## src/rtl/fpsign_pkg.sv

```systemverilog
package fpsign_pkg;
   localparam int CSR_W    = 4;
   localparam int IDX_TE   = 0;
   localparam int IDX_FLAG = 1;
   localparam int IDX_NAN  = 2;
   localparam int IDX_ABS  = 3;

   // configuration choices for a mode bit
   localparam int MB_RW0 = 0;
   localparam int MB_RW1 = 1;
   localparam int MB_HW0 = 2;
   localparam int MB_HW1 = 3;

   typedef enum logic {SOP_ABS = 1'b0, SOP_NEG = 1'b1} sop_e;
endpackage

```

## src/rtl/fpsign_modebit.sv

```systemverilog
module fpsign_modebit #(
   parameter int CFG = 0
) (
   input  logic clk,
   input  logic rst,
   input  logic we,
   input  logic wbit,
   output logic q
);
   import fpsign_pkg::*;

   if (CFG < MB_RW0 || CFG > MB_HW1) begin : g_bad_cfg
      $error("fpsign_modebit: CFG out of range");
   end

   if (CFG == MB_HW0 || CFG == MB_HW1) begin : g_fixed
      logic unused_in;
      assign unused_in = ^{clk, rst, we, wbit};
      assign q = (CFG == MB_HW1);
   end else begin : g_writable
      logic bit_q;
      always_ff @(posedge clk) begin
         if (rst)     bit_q <= (CFG == MB_RW1);
         else if (we) bit_q <= wbit;
      end
      assign q = bit_q;
   end
endmodule

```

## src/rtl/fpsign_ctrl.sv

```systemverilog
module fpsign_ctrl #(
   parameter int NAN_CFG = 0,
   parameter int ABS_CFG = 0
) (
   input  logic                        clk,
   input  logic                        rst,
   input  logic                        we,
   input  logic [fpsign_pkg::CSR_W-1:0] wdata,
   input  logic                        inv_set,
   output logic [fpsign_pkg::CSR_W-1:0] rdata,
   output logic                        trap_en,
   output logic                        nan2008,
   output logic                        abs2008
);
   import fpsign_pkg::*;

   logic te_q, flag_q;

   always_ff @(posedge clk) begin
      if (rst) begin
         te_q   <= 1'b0;
         flag_q <= 1'b0;
      end else begin
         if (we) te_q <= wdata[IDX_TE];
         if (we)           flag_q <= wdata[IDX_FLAG] | inv_set;
         else if (inv_set) flag_q <= 1'b1;
      end
   end

   fpsign_modebit #(.CFG(NAN_CFG)) u_nan (
      .clk(clk), .rst(rst), .we(we), .wbit(wdata[IDX_NAN]), .q(nan2008));
   fpsign_modebit #(.CFG(ABS_CFG)) u_abs (
      .clk(clk), .rst(rst), .we(we), .wbit(wdata[IDX_ABS]), .q(abs2008));

   assign trap_en = te_q;
   always_comb begin
      rdata           = '0;
      rdata[IDX_TE]   = te_q;
      rdata[IDX_FLAG] = flag_q;
      rdata[IDX_NAN]  = nan2008;
      rdata[IDX_ABS]  = abs2008;
   end
endmodule

```

## src/rtl/fpsign_core.sv

```systemverilog
module fpsign_core #(
   parameter int EXP_W  = 8,
   parameter int FRAC_W = 23,
   localparam int W     = 1 + EXP_W + FRAC_W
) (
   input  logic [W-1:0] a,
   input  logic         is_neg,
   input  logic         valid,
   input  logic         nan2008,
   input  logic         abs2008,
   input  logic         trap_en,
   output logic [W-1:0] res,
   output logic         invalid,
   output logic         trap_req
);
   import fpsign_pkg::*;

   logic [EXP_W-1:0]  ex;
   logic [FRAC_W-1:0] fr;
   logic              is_nan, top_frac, quiet, snan;
   logic [W-1:0]      sign_res, dflt_nan;
   sop_e              op;

   assign op       = sop_e'(is_neg);
   assign ex       = a[W-2 -: EXP_W];
   assign fr       = a[FRAC_W-1:0];
   assign is_nan   = (&ex) && (|fr);
   assign top_frac = fr[FRAC_W-1];
   assign quiet    = nan2008 ? top_frac : ~top_frac;
   assign snan     = is_nan & ~quiet;

   assign sign_res = (op == SOP_NEG) ? {~a[W-1], a[W-2:0]} : {1'b0, a[W-2:0]};
   assign dflt_nan = {1'b0, {EXP_W{1'b1}},
                      nan2008, {(FRAC_W-1){~nan2008}}};

   assign invalid  = valid & ~abs2008 & snan;
   assign trap_req = invalid & trap_en;
   assign res      = (invalid && !trap_en) ? dflt_nan : sign_res;
endmodule

```

## src/rtl/fpsign_unit.sv

```systemverilog
module fpsign_unit #(
   parameter int EXP_W   = 8,
   parameter int FRAC_W  = 23,
   parameter int NAN_CFG = fpsign_pkg::MB_RW0,
   parameter int ABS_CFG = fpsign_pkg::MB_RW0,
   localparam int W      = 1 + EXP_W + FRAC_W
) (
   input  logic         clk,
   input  logic         rst,
   input  logic         csr_we,
   input  logic [3:0]   csr_wdata,
   output logic [3:0]   csr_rdata,
   input  logic         op_valid,
   input  logic         op_neg,
   input  logic [W-1:0] op_a,
   output logic [W-1:0] op_res,
   output logic         op_invalid,
   output logic         op_trap
);
   import fpsign_pkg::*;

   if (EXP_W < 2 || FRAC_W < 2) begin : g_bad_fmt
      $error("fpsign_unit: exponent and fraction need at least 2 bits");
   end
   if (CSR_W != 4) begin : g_bad_csr
      $error("fpsign_unit: control register width mismatch");
   end

   logic trap_en, nan2008, abs2008;

   fpsign_ctrl #(.NAN_CFG(NAN_CFG), .ABS_CFG(ABS_CFG)) u_ctrl (
      .clk(clk), .rst(rst), .we(csr_we), .wdata(csr_wdata),
      .inv_set(op_invalid), .rdata(csr_rdata),
      .trap_en(trap_en), .nan2008(nan2008), .abs2008(abs2008));

   fpsign_core #(.EXP_W(EXP_W), .FRAC_W(FRAC_W)) u_core (
      .a(op_a), .is_neg(op_neg), .valid(op_valid),
      .nan2008(nan2008), .abs2008(abs2008), .trap_en(trap_en),
      .res(op_res), .invalid(op_invalid), .trap_req(op_trap));

   assert_bitstring_quiet_R3: assert property (@(posedge clk) disable iff (rst)
      abs2008 |-> (!op_invalid && !op_trap));
   assert_abs_sign_R3: assert property (@(posedge clk) disable iff (rst)
      (abs2008 && !op_neg) |-> !op_res[W-1]);
   assert_trap_gated_R6: assert property (@(posedge clk) disable iff (rst)
      op_trap |-> (op_invalid && csr_rdata[IDX_TE]));
   assert_idle_R10: assert property (@(posedge clk) disable iff (rst)
      !op_valid |-> (!op_invalid && !op_trap));
   assert_sticky_set_R7: assert property (@(posedge clk) disable iff (rst)
      op_invalid |=> csr_rdata[IDX_FLAG]);
   assert_sticky_hold_R7: assert property (@(posedge clk) disable iff (rst)
      $fell(csr_rdata[IDX_FLAG]) |-> $past(csr_we));
endmodule

```

## config.mk

```make
export PLATFORM = sky130hd
export DESIGN_NAME = fpsign_unit
export DESIGN_NICKNAME = d
export VERILOG_FILES = /design/src/rtl/fpsign_pkg.sv /design/src/rtl/fpsign_modebit.sv /design/src/rtl/fpsign_ctrl.sv /design/src/rtl/fpsign_core.sv /design/src/rtl/fpsign_unit.sv
export SDC_FILE = /design/constraint.sdc
export NUM_CORES = 1
export LEC_CHECK = 0
export ABC_CLOCK_PERIOD_IN_PS = 1800
export BUFFER_PORTS_ARGS = -buffer_cell sky130_fd_sc_hd__buf_2
export CAP_MARGIN = 20
export CELL_PAD_IN_SITES_DETAIL_PLACEMENT = 1
export CELL_PAD_IN_SITES_GLOBAL_PLACEMENT = 2
export CORE_ASPECT_RATIO = 1.2
export CORE_MARGIN = 5
export CORE_UTILIZATION = 13
export CTS_CLUSTER_DIAMETER = 200
export DETAILED_ROUTE_END_ITERATION = 7
export PLACE_DENSITY_LB_ADDON = 0.1
export SLEW_MARGIN = 0
export SYNTH_ARGS = -nofsm -noshare
export SYNTH_HDL_FRONTEND = slang
export SYNTH_HIERARCHICAL = 1
export SYNTH_SLANG_ARGS = --single-unit
```

## constraint.sdc

```tcl
create_clock -name clk -period 1.8 [get_ports clk]
set_input_delay 0.18 -clock clk [delete_from_list [all_inputs] [get_ports clk]]
set_output_delay 0.18 -clock clk [all_outputs]
set_load 0.1 [all_outputs]
```

==> results of run 1 <==
## sequential cells by signal (all words and copies together) (netlist names)
| signal | count |
|---|---|
| u_ctrl/trap_en | 1 |
| u_ctrl/flag_q | 1 |
| u_ctrl/u_abs/q | 1 |
| u_ctrl/u_nan/q | 1 |
## kinds of logic after synthesis
| group | Yosys count | synth area share, % |
|---|---|---|
| buffers and inverters | 40 | 26.8 |
| and+or+nand+nor | 18 | 16.2 |
| muxes | 27 | 39.5 |
| xor gates and xnor gates | 1 | 1.28 |
| DFF | 4 | 11.7 |
| AOI/OAI and AO/OA | 2 | 4.55 |
## critical path: stages, from the launching register on
cell,delay (ps)
dfxtp_2,300
nand4b_1,160
or4_4,510
a311oi_4,250
buf_4,180
buf_12,160
mux2i_4,270
buf_12,200
## worst max path at each step
stage	startpoint	end	slack [ps]	cells past startpoint
2_1_floorplan	u_ctrl/u_nan/q$_SDFFE_PP0P_	op_res[10]	-960	6
3_3_place_gp	u_ctrl/u_abs/q$_SDFFE_PP0P_	op_res[2]	-460	6
3_5_place_dp	u_ctrl/u_abs/q$_SDFFE_PP0P_	op_res[13]	-500	6
4_1_cts	u_ctrl/u_abs/q$_SDFFE_PP0P_	op_res[13]	-650	7
5_1_grt	u_ctrl/u_abs/q$_SDFFE_PP0P_	op_res[4]	-750	7
6_report	u_ctrl/u_abs/q$_SDFFE_PP0P_	op_res[10]	-640	7
## metrics by stage
stage | setup slack [ps] | instance area (um^2) | cells | setup TNS [ps] | util, %
floorplan | -959 | 995 | 92 | -24020 | -
global placement | -456 | 1840 | 228 | -10000 | 35.3
detailed placement | -503 | 1840 | 228 | -11000 | 35.3
CTS | -654 | 1940 | 233 | -15270 | 37.1
global route | -753 | 1970 | 234 | -17620 | 37.6
finish | -637 | 1970 | 234 | -14890 | 37.6
## routing by layer
layer | wire length (um) | up-vias | part of all wire (%) | GRT usage (%)
li1 | - | 459 | - | -
met1 | 1070 | 428 | 32 | 8.62
met2 | 1980 | 40 | 60 | 19.6
met3 | 219 | 2 | 6.7 | 2.20
met4 | 20 | 0 | 0.61 | 2.86
met5 | 0 | - | 0 | 0
## power by group
| group | switching (uW) | internal (uW) |
|---|---|---|
| Clock | 46.9 | 143 |
| Combinational | 437 | 208 |
| Sequential | 4.28 | 95.2 |
| Total | 488 | 446 |
## area by class of cell
| cell class | count | area [um^2] |
|---|---|---|
| timing repair buffer | 94 | 962 |
| inverter | 23 | 86.3 |
| clock buffer | 3 | 41.3 |
| sequential | 4 | 82.6 |
| fill | 595 | 3260 |
| tap | 62 | 77.6 |
| multi-input combinational | 48 | 716 |
## cell usage in the layout (no fill, tap or decap), types with 2 or more instances in the layout
cell | netlist | layout
buf_2 | 0 | 51
dfxtp_1 | 4 | 2
mux2i_1 | 26 | 4
nor2_1 | 4 | 3
nor4_1 | 5 | 5
nor3b_2 | 0 | 2
mux2i_4 | 0 | 22
dfxtp_2 | 0 | 2
buf_4 | 5 | 12
inv_1 | 23 | 23
clkbuf_8 | 0 | 3
buf_12 | 0 | 29
## what timing repair did
action                                  4_1_cts  5_1_grt
endpoints found under the setup margin       26       26
buffers inserted                              2        0
gates cloned                                  0        1
gates resized for setup                      10        1
pin swaps                                     0        0
==> impl_results.md, run 1 <==
- Routed Wire Length: 3290 um
- Routed vias: 929
- Initial drt markers: 13
- Max VDD drop: 0.000389 V
- Row count: 29
- TritonCTS clock tree: done
- Post-synth ARST share: 0%
- Root buffer cell: clkbuf_8
- CTS H-tree lvls: 1
- WL per Instance: 14.1 um
- Final setup viols: 26
- Routability cong.: 0.652
- WHS Path Cells: 2
- Core region area: 5230 um^2
- Register area share after synthesis: 11.7%
- Area leader, netlist: mux2i_1
- Chip Width: 76.4 um
- Clock Skew: 0.772 ps
- CP Data Arrival Time: 2260 ps
- Gate Count Post-Synth: 92
- GRT Overall Usage: 9.23%
- Worst setup margin: -637 ps
- Worst skew pair latency: 220 ps
- Final Hold Fails: 0
- Setup crit end kind: output pin
- Slew Viols, Final: 0
- Starting Density: 13.1%
- Mapped Nets: 133
- Synth Register Bits: 4
- Synth Area per Inst: 7.47 um^2
- Pin count of the biggest net entering global routing: 26
- Vias in the first global route: 1024
- Min-delay worst type: primary input to flop
- Peak Freq: 0.410 GHz
- Status: finished, violations left
- Pre-antenna DRT Iters: 4
- Antenna Cells: 0
- Max_cap viols: 0
- Worst EP required: 1620 ps
- CTS sink cnt: 4
- CTS clk-pin slew, worst paths: 30 ps
- Layout area overhead: 186%
- Synthesis Warnings: 6
- Nets: 215
- Final Total Pwr: 934 uW
- Top-count cell post-synth: mux2i_1
- Post-route minimum period: 2440 ps
- Number of remaining DRC errors: 0
- IO Port Bufs: 78
- Initial antenna violation count: 0
- Most frequent cells after synthesis: 26 x mux2i_1, 23 x inv_1, 10 x clkbuf_1
- Failing checks: setup timing
- Top-area cell type share of the netlist area: 37.9%
- First-pass GRT wire length: 5030 um
- Hold Path Sink: u_ctrl/u_nan/q$_SDFFE_PP0P_
- PwrDens: 475 nW/um^2
- Min Hold Slack: 171 ps
- Critical Path Source Type: flop
- Leak: 0.000880 uW
- Total CTS buffers: 3
- Crit Path Max Fanout: 8
- RSZ-0062 raised after global routing: yes
- Antenna Nets Post-Route: 0
- I/O Pins: 79
- Number of synthesized flops with an enable pin: 0
- Relative slew slack: 57.1%
- Worst r2r dst: u_ctrl/flag_q$_SDFFE_PP0P_
- Post-Synthesis Cell Area: 687 um^2
- Die Y: 89.6 um
- HPWL Detailed: 2880 um
- Least-Margin Pin Slew: 644 ps
- Full die area: 6840 um^2
- Critical path class: flop to output pin
- RR Startpoint: u_ctrl/u_abs/q$_SDFFE_PP0P_
- R2R depth: 6
- Worst reg-to-reg setup slack: 310 ps
- Final worst-path cycle share: 135%
- Grt total ovfl: 0
- Layout cell share with drive strength beyond 1: 73.8%
- Hold path start: rst
- Most used DFF post-synth: dfxtp_1
- Hold_buf cts: 0
- Synth area leaders: mux2i_1 38%, inv_1 13%, dfxtp_1 12%, buf_4 5.5%, clkbuf_1 5.5%
- Yosys cell types: 20
- CTS max path bufs: 2
- Vias/cell: 3.97
Power figures use the tool's default switching activity.
==> inputs of run 2 (changes only) <==
--- a/config.mk
+++ b/config.mk
@@ -10,12 +10,13 @@
 export CAP_MARGIN = 20
 export CELL_PAD_IN_SITES_DETAIL_PLACEMENT = 1
 export CELL_PAD_IN_SITES_GLOBAL_PLACEMENT = 2
-export CORE_ASPECT_RATIO = 1.2
+export CORE_ASPECT_RATIO = 0.7
 export CORE_MARGIN = 5
 export CORE_UTILIZATION = 13
 export CTS_CLUSTER_DIAMETER = 200
 export DETAILED_ROUTE_END_ITERATION = 7
-export PLACE_DENSITY_LB_ADDON = 0.1
+export PLACE_DENSITY = 0.82
+export REMOVE_ABC_BUFFERS = 1
 export SLEW_MARGIN = 0
 export SYNTH_ARGS = -nofsm -noshare
 export SYNTH_HDL_FRONTEND = slang
==> impl_results.md, run 2 (synthesis results as in run 1) <==
- Status: finished, violations left
- Failing checks: setup timing
- Crit Path Max Fanout: 5
- RSZ-0062 raised after global routing: yes
- Starting Density: 13.3%
- Final Hold Fails: 0
- Commonest cells after routing, fill and taps aside: 51 x buf_2, 29 x buf_12, 23 x inv_1
- Min Hold Slack: 178 ps
- Number of remaining DRC errors: 0
- Grt total ovfl: 0
- CP top delay family: simple AND/OR/NAND/NOR gates
- Critical path class: flop to output pin
- RR Startpoint: u_ctrl/u_abs/q$_SDFFE_PP0P_
- CTS max path bufs: 2
- Vias in the first global route: 1094
- Chip Width: 96.9 um
- Max_cap viols: 0
- Routability cong.: 0.725
- Setup crit end kind: output pin
- CTS sink cnt: 4
- Vias/cell: 3.75
- Pre-antenna DRT Iters: 2
- Initial antenna violation count: 0
- Relative slew slack: 56.9%
- Slew Viols, Final: 0
- Slowest stage cell, crit path: or4_4
- CP Cell Sequence: nand4b_1, or4_4, a311oi_4, buf_6, buf_8, mux2i_4, buf_12
- Most common cell after layout, fill and taps aside: buf_2
- PwrDens: 468 nW/um^2
- Clock Skew: 2.35 ps
- WHS Path Cells: 2
- Row count: 22
- Final setup viols: 26
- Routed vias: 930
- Critical Path Source Type: flop
- Full die area: 6860 um^2
- Worst skew pair latency: 220 ps
- IO Port Bufs: 78
- Initial drt markers: 5
- Worst EP required: 1620 ps
- Least-Margin Pin Slew: 646 ps
- Total CTS buffers: 3
- Max VDD drop: 0.000200 V
- Hold_buf cts: 0
- Fillers: 607
- Hold Path Sink: u_ctrl/flag_q$_SDFFE_PP0P_
- Peak Freq: 0.412 GHz
- TritonCTS clock tree: done
- Layout cell share with drive strength beyond 1: 72.7%
- Min-delay worst type: primary input to flop
- GRT Overall Usage: 10.0%
- WL per Instance: 13.8 um
- Placed cell count: 240
- Area of the multi-input gates: 714 um^2
- Post-route minimum period: 2420 ps
- CP Data Arrival Time: 2240 ps
- Register area: 80.1 um^2
- Setup TNS: -15000 ps
- Final worst-path cycle share: 135%
- I/O Pins: 79
- CTS clk-pin slew, worst paths: 30 ps
- Nets: 219
- First-pass GRT wire length: 5590 um
- Layout area overhead: 193%
- Layout Cells excl Fill: 248
- Core region area: 5170 um^2
- CTS H-tree lvls: 1
- CP peak stage delay: 510 ps
- Worst path buffer plus inverter count: 3
- Antenna Cells: 0
- R2R depth: 8
- Core Util, Final: 38.8%
- Die Y: 70.8 um
- Hold path start: rst
- Leak: 0.000902 uW
- Pin count of the biggest net entering global routing: 26
- Worst r2r dst: u_ctrl/flag_q$_SDFFE_PP0P_
- Worst setup margin: -624 ps
- Worst reg-to-reg setup slack: 100 ps
- Root buffer cell: clkbuf_8
- Antenna Nets Post-Route: 0
- Routed Wire Length: 3410 um
- HPWL Detailed: 2750 um
-- run 2: changes by cell type in the layout (fill, tap and decap cells not counted), sizes merged --
cell    previous run  this run
clkbuf             4         3
buf               93        98
-- run 2: worst max-delay path by stage --
stage,startpoint,to,slack (ps),cells past startpoint
3_3_place_gp,u_ctrl/u_abs/q$_SDFFE_PP0P_,op_res[3],-450,6
3_5_place_dp,u_ctrl/u_abs/q$_SDFFE_PP0P_,op_res[1],-550,6
4_1_cts,u_ctrl/u_abs/q$_SDFFE_PP0P_,op_res[18],-630,7
5_1_grt,u_ctrl/u_abs/q$_SDFFE_PP0P_,op_res[16],-720,7
2_1_floorplan,u_ctrl/u_nan/q$_SDFFE_PP0P_,op_res[0],-3050,4
6_report,u_ctrl/u_abs/q$_SDFFE_PP0P_,op_res[0],-620,7
-- run 2: cell type report --
class                   instances  area share (%)
repair buffers                 98            49.6
multi-input cells              48            35.6
well taps                      72            4.48
inverters                      23            4.30
flip-flops and latches          4            3.99
clock buffers                   3            2.05
-- run 2: what timing repair did --
action / CTS / global route
endpoints found under the setup margin: 26 / 26
gates resized for setup: 65 / 2
pin swaps: 1 / 0
cloned: 1 / 0
buffers inserted: 3 / 1
-- run 2: report_power, final --
group / switching [uW] / total [uW] / internal (uW)
logic: 440 / 654 / 215
clock network: 46.3 / 189 / 143
registers: 3.54 / 98.2 / 94.7
-- run 2: stage by stage --
stage	setup slack (ps)	power, uW	cell area (um^2)
CTS	-628	953	1990
finish	-624	941	2010
global placement	-453	692	1570
floorplan	-3050	396	589
global route	-718	981	2010
detailed placement	-548	698	1570
-- run 2: worst reg2reg max path: stages, from the launching register on --
cell and delay [ps]:
dfxtp_1 300, nand4b_1 170, or4_4 510, buf_4 150
buf_6 100, buf_6 110, nor2_4 120, inv_1 60
a21oi_1 110
-- run 2: layer usage --
metal,track usage [%],part of all wire [%]
met4,3.74,1.5
met2,20.2,58
met1,10.7,37
met5,0,0
met3,1.28,3.4
